## config.mk

```make
export PLATFORM = sky130hd
export DESIGN_NAME = irq_enable_ctrl
export DESIGN_NICKNAME = d
export VERILOG_FILES = /design/src/rtl/irqc_pkg.sv /design/src/rtl/irqc_sync.sv /design/src/rtl/irqc_spi_ctrl.sv /design/src/rtl/irqc_datapath.sv /design/src/rtl/irq_enable_ctrl.sv
export SDC_FILE = /design/constraint.sdc
export NUM_CORES = 1
export LEC_CHECK = 0
export BUFFER_PORTS_ARGS = -buffer_cell sky130_fd_sc_hd__buf_2
export CORE_ASPECT_RATIO = 0.6
export CORE_MARGIN = 3
export CORE_UTILIZATION = 28
export CTS_CLUSTER_SIZE = 40
export DETAILED_ROUTE_END_ITERATION = 8
export GPL_ROUTABILITY_DRIVEN = 0
export SLEW_MARGIN = 5
export SYNTH_ARGS = -nofsm -noshare
export SYNTH_HDL_FRONTEND = slang
export SYNTH_SLANG_ARGS = --single-unit
```

## constraint.sdc

```tcl
create_clock -name clk -period 1.5 [get_ports clk]
set_input_delay 0.225 -clock clk [delete_from_list [all_inputs] [get_ports clk]]
set_output_delay 0.225 -clock clk [all_outputs]
set_load 0.05 [all_outputs]
```

## src/rtl/irqc_pkg.sv

```systemverilog
package irqc_pkg;
  localparam int FRAME_BITS = 16;
  localparam int EN_W       = 7;
  localparam int EN_LSB     = 5;
  localparam int KEEP_W     = FRAME_BITS - EN_LSB;

  localparam logic [1:0] REG_ADDR     = 2'b01;
  localparam logic [1:0] MODE_STANDBY = 2'b01;

  localparam int B_WD   = 6;
  localparam int B_TEMP = 5;
  localparam int B_GND  = 4;
  localparam int B_SPI  = 3;
  localparam int B_BAT  = 2;
  localparam int B_VOLT = 1;
  localparam int B_CAN  = 0;

  typedef struct packed {
    logic            frameStart;
    logic            frameValid;
    logic            frameBad;
    logic            writeEn;
    logic            clearRead;
    logic [EN_W-1:0] wrData;
  } ctrlStb_t;
endpackage

```

## src/rtl/irqc_sync.sv

```systemverilog
module irqc_sync #(
  parameter int            W       = 1,
  parameter int            STAGES  = 2,
  parameter logic [W-1:0]  RST_VAL = '0
) (
  input  logic         clk,
  input  logic         rstN,
  input  logic [W-1:0] d,
  output logic [W-1:0] q
);
  logic [W-1:0] stg [STAGES];

  always_ff @(posedge clk or negedge rstN) begin
    if (!rstN) begin
      for (int i = 0; i < STAGES; i++) stg[i] <= RST_VAL;
    end else begin
      stg[0] <= d;
      for (int i = 1; i < STAGES; i++) stg[i] <= stg[i-1];
    end
  end

  assign q = stg[STAGES-1];
endmodule

```

## src/rtl/irqc_spi_ctrl.sv

```systemverilog
module irqc_spi_ctrl
  import irqc_pkg::*;
(
  input  logic            clk,
  input  logic            rstN,
  input  logic            sckS,
  input  logic            mosiS,
  input  logic            csNS,
  input  logic [EN_W-1:0] snapFlags,
  input  logic [EN_W-1:0] snapEn,
  output ctrlStb_t        stb,
  output logic            miso
);
  localparam int CNT_W   = $clog2(FRAME_BITS + 2);
  localparam int CNT_MAX = FRAME_BITS + 1;
  localparam int IDX_W   = $clog2(FRAME_BITS);

  logic sckQ, csNQ;
  logic sckRise, sckFall, csFall, csRise, active;
  logic [CNT_W-1:0]      bitCnt;
  logic [KEEP_W-1:0]     keepReg;
  logic [1:0]            addrReg;
  logic                  rrsReg;
  logic [FRAME_BITS-1:0] replyWord;
  logic [IDX_W-1:0]      bitIdx;
  logic                  misoNext;
  logic                  lenOk, addrOk;

  assign sckRise = sckS & ~sckQ;
  assign sckFall = ~sckS & sckQ;
  assign csFall  = ~csNS & csNQ;
  assign csRise  = csNS & ~csNQ;
  assign active  = ~csNS;

  always_ff @(posedge clk or negedge rstN) begin
    if (!rstN) begin
      sckQ <= 1'b0;
      csNQ <= 1'b1;
    end else begin
      sckQ <= sckS;
      csNQ <= csNS;
    end
  end

  // Bit counter and header capture
  always_ff @(posedge clk or negedge rstN) begin
    if (!rstN) begin
      bitCnt  <= '0;
      keepReg <= '0;
      addrReg <= '0;
      rrsReg  <= 1'b0;
    end else if (csFall) begin
      bitCnt  <= '0;
      addrReg <= '0;
      rrsReg  <= 1'b0;
    end else if (active && sckRise) begin
      if (bitCnt != CNT_W'(CNT_MAX)) bitCnt <= bitCnt + 1'b1;
      if (bitCnt < CNT_W'(KEEP_W)) keepReg <= {keepReg[KEEP_W-2:0], mosiS};
      if (bitCnt == CNT_W'(0)) addrReg[1] <= mosiS;
      if (bitCnt == CNT_W'(1)) addrReg[0] <= mosiS;
      if (bitCnt == CNT_W'(2)) rrsReg     <= mosiS;
    end
  end

  always_comb begin
    replyWord = '0;
    if (addrReg == REG_ADDR)
      replyWord[EN_LSB +: EN_W] = rrsReg ? snapFlags : snapEn;
  end

  assign bitIdx = IDX_W'(FRAME_BITS - 1) - IDX_W'(bitCnt);

  always_comb begin
    misoNext = 1'b0;
    if (bitCnt < CNT_W'(FRAME_BITS)) misoNext = replyWord[bitIdx];
  end

  always_ff @(posedge clk or negedge rstN) begin
    if (!rstN)                  miso <= 1'b0;
    else if (csFall || csRise)  miso <= 1'b0;
    else if (active && sckFall) miso <= misoNext;
  end

  // Strobes towards the datapath
  assign lenOk  = (bitCnt == CNT_W'(FRAME_BITS));
  assign addrOk = (keepReg[KEEP_W-1 -: 2] == REG_ADDR);

  always_comb begin
    stb            = '0;
    stb.frameStart = csFall;
    stb.frameValid = csRise & lenOk;
    stb.frameBad   = csRise & ~lenOk;
    stb.writeEn    = csRise & lenOk & addrOk & ~keepReg[KEEP_W-4];
    stb.clearRead  = csRise & lenOk & addrOk &  keepReg[KEEP_W-3];
    stb.wrData     = keepReg[EN_W-1:0];
  end

  AST_STROBE_ONEHOT: assert property (@(posedge clk) disable iff (!rstN)
    $onehot0({stb.frameStart, stb.frameValid, stb.frameBad}));
  AST_BAD_NO_WRITE: assert property (@(posedge clk) disable iff (!rstN)
    stb.frameBad |-> (!stb.writeEn && !stb.clearRead));
  AST_MISO_IDLE: assert property (@(posedge clk) disable iff (!rstN)
    (csNS && csNQ) |-> !miso);
endmodule

```

## src/rtl/irqc_datapath.sv

```systemverilog
module irqc_datapath
  import irqc_pkg::*;
#(
  parameter int SUP_W = 3,
  parameter int CAN_W = 2
) (
  input  logic             clk,
  input  logic             rstN,
  input  ctrlStb_t         stb,
  input  logic [1:0]       mode,
  input  logic             wdS,
  input  logic             tempS,
  input  logic             gndS,
  input  logic             senseS,
  input  logic [SUP_W-1:0] supS,
  input  logic [CAN_W-1:0] canS,
  output logic [EN_W-1:0]  snapFlags,
  output logic [EN_W-1:0]  snapEn,
  output logic             intN,
  output logic             resetReq
);
  logic [EN_W-1:0]  enReg, flagReg, evt, clrMask;
  logic             wdQ, tempQ, gndQ, senseQ;
  logic [SUP_W-1:0] supQ;
  logic [CAN_W-1:0] canQ;
  logic             wdRise, wdIrq, startMode, rstNext;

  always_ff @(posedge clk or negedge rstN) begin
    if (!rstN) begin
      wdQ    <= 1'b0;
      tempQ  <= 1'b0;
      gndQ   <= 1'b0;
      senseQ <= 1'b1;
      supQ   <= '0;
      canQ   <= '0;
    end else begin
      wdQ    <= wdS;
      tempQ  <= tempS;
      gndQ   <= gndS;
      senseQ <= senseS;
      supQ   <= supS;
      canQ   <= canS;
    end
  end

  assign wdRise    = wdS & ~wdQ;
  assign startMode = mode[1];
  assign wdIrq     = (mode == MODE_STANDBY) & enReg[B_WD];

  always_comb begin
    evt         = '0;
    evt[B_WD]   = wdRise & wdIrq;
    evt[B_TEMP] = tempS ^ tempQ;
    evt[B_GND]  = gndS ^ gndQ;
    evt[B_SPI]  = stb.frameBad & ~startMode;
    evt[B_BAT]  = ~senseS & senseQ;
    evt[B_VOLT] = |(~supS & supQ);
    evt[B_CAN]  = |(canS ^ canQ);
    evt         = evt & enReg;
  end

  assign rstNext = (wdRise & ~wdIrq) | (stb.frameBad & startMode & enReg[B_SPI]);
  assign clrMask = stb.clearRead ? snapFlags : '0;

  always_ff @(posedge clk or negedge rstN) begin
    if (!rstN) begin
      enReg     <= '0;
      flagReg   <= '0;
      snapFlags <= '0;
      snapEn    <= '0;
      resetReq  <= 1'b0;
    end else begin
      if (stb.writeEn) enReg <= stb.wrData;
      flagReg  <= (flagReg & ~clrMask) | evt;
      resetReq <= rstNext;
      if (stb.frameStart) begin
        snapFlags <= flagReg;
        snapEn    <= enReg;
      end
    end
  end

  assign intN = ~|(flagReg & enReg);

  AST_EN_HOLD: assert property (@(posedge clk) disable iff (!rstN)
    !stb.writeEn |=> $stable(enReg));
  AST_FLAG_GATED: assert property (@(posedge clk) disable iff (!rstN)
    (flagReg & ~$past(flagReg) & ~$past(enReg)) == '0);
endmodule

```

## src/rtl/irq_enable_ctrl.sv

```systemverilog
module irq_enable_ctrl
  import irqc_pkg::*;
#(
  parameter int SUP_W  = 3,
  parameter int CAN_W  = 2,
  parameter int STAGES = 2
) (
  input  logic             clk,
  input  logic             rstN,
  input  logic             sck,
  input  logic             mosi,
  input  logic             csN,
  output logic             miso,
  input  logic [1:0]       mode,
  input  logic             wdOverflow,
  input  logic             tempWarn,
  input  logic             gndShift,
  input  logic             sense,
  input  logic [SUP_W-1:0] supplyFail,
  input  logic [CAN_W-1:0] canFail,
  output logic             intN,
  output logic             resetReq
);
  logic [2:0]       spiS;
  logic [2:0]       lvlS;
  logic             senseS;
  logic [SUP_W-1:0] supS;
  logic [CAN_W-1:0] canS;
  ctrlStb_t         stb;
  logic [EN_W-1:0]  snapFlags, snapEn;

  irqc_sync #(.W(3), .STAGES(STAGES), .RST_VAL(3'b100)) uSyncSpi (
    .clk(clk), .rstN(rstN), .d({csN, mosi, sck}), .q(spiS));
  irqc_sync #(.W(3), .STAGES(STAGES), .RST_VAL(3'b000)) uSyncLvl (
    .clk(clk), .rstN(rstN), .d({wdOverflow, tempWarn, gndShift}), .q(lvlS));
  irqc_sync #(.W(1), .STAGES(STAGES), .RST_VAL(1'b1)) uSyncSense (
    .clk(clk), .rstN(rstN), .d(sense), .q(senseS));
  irqc_sync #(.W(SUP_W), .STAGES(STAGES), .RST_VAL('0)) uSyncSup (
    .clk(clk), .rstN(rstN), .d(supplyFail), .q(supS));
  irqc_sync #(.W(CAN_W), .STAGES(STAGES), .RST_VAL('0)) uSyncCan (
    .clk(clk), .rstN(rstN), .d(canFail), .q(canS));

  irqc_spi_ctrl uCtrl (
    .clk(clk), .rstN(rstN),
    .sckS(spiS[0]), .mosiS(spiS[1]), .csNS(spiS[2]),
    .snapFlags(snapFlags), .snapEn(snapEn),
    .stb(stb), .miso(miso));

  irqc_datapath #(.SUP_W(SUP_W), .CAN_W(CAN_W)) uData (
    .clk(clk), .rstN(rstN), .stb(stb), .mode(mode),
    .wdS(lvlS[2]), .tempS(lvlS[1]), .gndS(lvlS[0]), .senseS(senseS),
    .supS(supS), .canS(canS),
    .snapFlags(snapFlags), .snapEn(snapEn),
    .intN(intN), .resetReq(resetReq));
endmodule

```

### Word level (Yosys, flattened, before mapping)

Cells that the tools add are included.

* equality and inequality tests: 7
* add/subtract/negate cells: 2
* divide/modulo/power cells: 0
* magnitude comparators: 3
* shifts and indexed selects: 0
* muxes and demuxes: 18
* multiply operators: 0
* reductions and logical operators: 19
* bitwise logic cells: 39

Operators with widths (count)
* $and A7 B7 Y7: 3
* $mux W7: 3
* $and A1 B1 Y1: 17
* $mux W5: 3
* $reduce_bool A2 Y1: 6
* $not A1 Y1: 11
* $mux W1: 9
* $reduce_and A2 Y1: 4
* $not A7 Y7: 1
* $or A7 B7 Y7: 1
* $reduce_or A7 Y1: 1
* $eq A2 B1 Y1 const B: 3
* $add A5 B1 Y5 const B: 1
* $eq A5 B1 Y1 const B: 1
* $eq A5 B2 Y1 const B: 1
* $eq A5 B5 Y1 const B: 1
* $logic_not A5 Y1: 1
* $lt A4 B5 Y1 const B: 1
* $lt A5 B4 Y1 const B: 1
* $lt A5 B5 Y1 const B: 1
* $ne A5 B5 Y1 const B: 1
* $bmux W1 S4: 1
* $mux W2: 2
* $sub A4 B4 Y4 const A: 1
* other kinds (11): 13

* memory bits (read-only): 0
* output and inout port bits: 3
* latch bits: 0
* bits in writable memories: 0
* memories kept: 0
* bits in registers: 84

### Depth between registers and ports, before layout

* word-level depth: 9
* gate-level depth with buffers: 7

### Hierarchy

Synthesis repeated with hierarchy kept, for this count alone.

* cells, all modules: 246
* area total of the unflattened synthesis: 3394.5 µm²

Modules (own cells, without submodules)
* irqc_datapath: cells an instance 99, instances 1, area each 1418.9 µm², sequential area each 952.2 µm²
* irqc_spi_ctrl: cells an instance 112, instances 1, area each 1287.5 µm², sequential area each 551.8 µm²
* irqc_sync (uSyncLvl ...): cells an instance 9, instances 2, area each 172.7 µm², sequential area each 150.1 µm²
* irqc_sync (uSyncSpi): cells an instance 9, instances 1, area each 175.2 µm², sequential area each 152.6 µm²
* irqc_sync (uSyncCan): cells an instance 6, instances 1, area each 115.1 µm², sequential area each 100.1 µm²
* irqc_sync (uSyncSense): cells an instance 2, instances 1, area each 52.6 µm², sequential area each 52.6 µm²

### Worst setup path after synthesis

No wires, ideal clock.

* path kind: register to register
* start point: register uSyncSpi.stg (netlist bit uSyncSpi.q[2])
* end point: register uData.enReg[0]
* stages on the path, launching flop included: 5
* library setup time: 125 ps
* period minus slack after synthesis: 1678 ps
* arrival time: 1554 ps
* setup slack: -178 ps
* path buffers: 0
* cells stage by stage: dfstp_2 ha_1 and3b_1 nor3b_4 mux2_2

* word-level cells in the longest chain between the ends: 4

RTL lines
* start, declared: RTL line irqc_sync.sv:11 `logic [W-1:0] stg [STAGES];`
* $and A1 B1 Y1: RTL line irqc_spi_ctrl.sv:32 `assign csRise = csNS & ~csNQ;`
* $and A1 B1 Y1
* $and A1 B1 Y1 (2 in series): RTL line irqc_spi_ctrl.sv:93 `stb.writeEn = csRise & lenOk & addrOk & ~keepReg[KEEP_W-4];`
* end signal, assigned: RTL line irqc_datapath.sv:73 `if (stb.writeEn) enReg <= stb.wrData;`
* end, declared: RTL line irqc_datapath.sv:22 `logic [EN_W-1:0] enReg, flagReg, evt, clrMask;`

Every way passes these cells.
A chain may end at the register's enable or synchronous reset.

### Worst setup path in the final report

* start point: register uSyncSpi.stg (netlist bit uSyncSpi.q[2])
* end point: register uData.enReg[6]

The elaborated chain is that of the path after synthesis.

==> impl_metrics.py <==
metrics = {
    "worst_setup_path": {
        "worst-path-max-fanout": 7,
        "reg2regPathDepth": 5,
        "cp_slowest_cell": "dfstp_2",
        "crit_type": "reg2reg",
        "cp_num_cells": 5,
        "r2r_start": "uSyncSpi.q[2]",
        "endpoint_kind": "register",
        "cp-startpoint": "uSyncSpi.q[2]",
        "worstPathArrival_ps": 1900,
        "critical_path_buf_inv_count": 1,
        "slowest_delay_ps": 590,
        "path_cells": "ha_4 -> and3b_1 -> nor3b_4 -> buf_6 -> mux2_4",
        "crit_family": "flip-flops",
        "worst-endpoint-required_ps": 1720,
        "critPathLaunchType": "register",
    },
    "final_layout": {
        "stdcell_area_um2": 4540,
        "syn2layout_area_growth_pct": 41.9,
        "final_cell_mix": "dfrtp_1, buf_4, mux2_4",
        "finalNetCount": 322,
        "final_common_cell": "dfrtp_1",
        "drive_gt1_share_pct": 47.2,
        "antenna_cells": 0,
    },
    "floorplanning": {
        "start_util_pct": 29.5,
        "die-height_um": 88.8,
        "dieWidth_um": 144,
        "top_level_ports": 19,
        "die_area_um2": 12800,
        "coreArea_um2": 10800,
        "core.rowCount": 29,
    },
    "synth": {
        "synth_seq_cells": 84,
        "synth-edff-count": 0,
        "postSynthAreaPerCell_um2": 14.7,
        "syn-cell-area_um2": 3200,
        "async_reset_ff_share_pct": 100,
        "syn_nets": 239,
        "ys_types": 40,
        "syn_inst": 217,
        "ys.flop_type": "dfrtp_1",
        "ys_seq_area_share_pct": 65.9,
        "ys_warn_count": 0,
    },
    "timing": {
        "hold_slack_ps": 68.7,
        "setup_ws_ps": -184,
        "final_hold_viol_count": 0,
        "slew_headroom_pct": 75.5,
        "fin_crit_sh_pct": 112,
        "finalSetupViolations": 40,
        "finalMaxSlewViolations": 0,
        "period_needed_ps": 1680,
        "rsz0062_at_grt": "yes",
        "fin_skew_ps": 5.26,
        "clock.fmax_mhz": 594,
        "tightest_slew_ps": 363,
    },
    "global_route": {
        "grt_pass1_vias": 2002,
        "grt_use_total_pct": 11.7,
        "overflow": 0,
        "grt_max_degree": 30,
        "antenna_found_initial": 0,
        "grt_pass1_wl_um": 11000,
    },
    "status": {
        "violations": "negative setup slack",
        "status": "finished, violations left",
    },
    "place": {
        "portBuffers": 18,
        "dp_slack_ps": -264,
        "dp_hpwl_um": 4430,
        "placed_area_um2": 3700,
    },
    "power_and_ir_drop": {
        "p_comb_share_pct": 9.3,
        "p_int_mw": 4.28,
        "p_clk_share_pct": 44.0,
        "p_leak_nw": 2.12,
        "seqPwrFrac_pct": 46.7,
        "switching_power_mw": 1.18,
        "sw_frac_of_total_pct": 21.6,
        "powerDensity_nw_per_um2": 1200,
        "ir_drop_uv": 560,
    },
    "run": {
        "cap_violations": 0,
    },
    "routing": {
        "firstDrtPassIters": 4,
        "drt_wl_total_um": 6860,
        "antenna_left": 0,
        "drt-vias-per-instance": 4.42,
        "first_iter_violations": 133,
        "num_vias": 1962,
        "drc": 0,
        "wire_per_inst_um": 15.5,
    },
    "clock_tree": {
        "clockBufferDepth": 2,
        "clock_sinks": 84,
        "cts_buffers": 9,
        "cts_tree": "built",
        "clk_latency_ps": 340,
        "htreeDepth": 3,
        "clk_pin_slew_ps": 60,
        "cts_root_buf": "clkbuf_16",
    },
    "hold_path": {
        "hp-start": "mode[1]",
        "whs_path_depth": 2,
        "hp-class": "in2reg",
    },
}
## layout make-up
cell class / count / area (um^2)
Clock inverter: 3 / 68.8
Inverter: 10 / 40.0
Clock buffer: 13 / 260
Sequential cell: 84 / 2110
Timing Repair Buffer: 77 / 668
Tap cell: 139 / 174
Multi-Input combinational cell: 118 / 1220
Fill cell: 975 / 6310
## sequential cells by signal (all words and copies together) (netlist names), 3 cells and up
signal / count
uData.flagReg: 7
uSyncSup.q: 3
uData.supQ: 3
uData.snapFlags: 7
uSyncSpi.q: 3
uData.snapEn: 7
uCtrl.keepReg: 11
uSyncSup.stg: 3
uSyncSpi.stg: 3
uData.enReg: 7
uCtrl.bitCnt: 5
uSyncLvl.stg: 3
uSyncLvl.q: 3
## path summary, 6_finish.rpt
check / endpoint / slack [ps]
worst min register to register: uSyncSup.q[2] / 350
min in group asynchronous: uCtrl.keepReg[10] / 350
max in group asynchronous: uSyncLvl.stg[5] / 540
worst max-delay path: uData.enReg[6] / -180
worst max register to register: uData.enReg[6] / -180
worst min-delay path: uData.flagReg[3] / 70
## power by group through the flow
stage / sequential [mW] / combinational (mW) / clock, mW
global placement: 2.57 / 0.357 / 0
floorplan: 2.54 / 0.191 / 0
finish: 2.55 / 0.508 / 2.40
CTS: 2.54 / 0.409 / 2.46
detailed placement: 2.57 / 0.361 / 0
global route: 2.57 / 0.562 / 2.56
## per-stage QoR
stage | total power, mW | setup TNS (ps) | util [%] | std cells
after floorplan | 2.73 | -2530 | - | 217
after detailed placement | 2.93 | -5810 | 34.1 | 401
after global routing | 5.70 | -7640 | 41.9 | 444
final | 5.46 | -5010 | 41.9 | 444
after CTS | 5.41 | -4670 | 39.6 | 435
after global placement | 2.93 | -4860 | 34.1 | 401
## worst reg2reg max path, stage by stage, from the launching register on
cell	delay (ps)
dfstp_2	590
ha_4	150
and3b_1	160
nor3b_4	190
buf_6	170
mux2_4	300
## cells in the mapped netlist, types with 2 or more instances
library cell / instances / area (um^2)
inv_1: 10 / 37.5
ha_1: 6 / 75.1
mux2_2: 32 / 360
dfrtp_1: 78 / 1950
xor2_1: 3 / 26.3
mux4_2: 3 / 67.6
o2bb2ai_1: 3 / 26.3
nor2_1: 12 / 45.0
xnor2_1: 5 / 43.8
a22oi_1: 3 / 22.5
mux2i_1: 5 / 50.1
nand2b_1: 3 / 18.8
clkbuf_1: 2 / 7.51
nand2_1: 12 / 45.0
nand3_1: 5 / 25.0
nand4_1: 2 / 12.5
a22o_1: 4 / 35.0
dfstp_2: 6 / 158
a21oi_1: 2 / 10.0
## what timing repair did
item	in CTS	in global routing
endpoints found under the setup margin	45	44
gates cloned	1	2
buffers inserted	4	7
hold buffers	13	0
pin swaps	10	6
hold endpoints to repair	34	0
resized for setup	32	30
## routing by layer
| layer | global-route usage, % | share of wire [%] | vias to the layer above |
|---|---|---|---|
| met5 | 0 | 0 | - |
| met4 | 4.62 | 1.3 | 0 |
| met3 | 4.54 | 4.8 | 9 |
| met2 | 14.2 | 39 | 35 |
| met1 | 17.9 | 55 | 990 |
| li1 | - | - | 928 |
## logic make-up (layout without fill, tap and decap cells)
family	Yosys count	in the layout	synth area share, %
XOR/XNOR	8	8	2.19
AND/OR/NAND/NOR	44	44	7.78
AO/OA/AOI/OAI	20	20	4.93
flip-flops	84	84	65.9
buffers and inverters	15	103	1.92
adder cells (fa/ha/maj)	6	6	2.35
multiplexers	40	40	14.9
No activity file was read; power rests on OpenSTA's default activity.
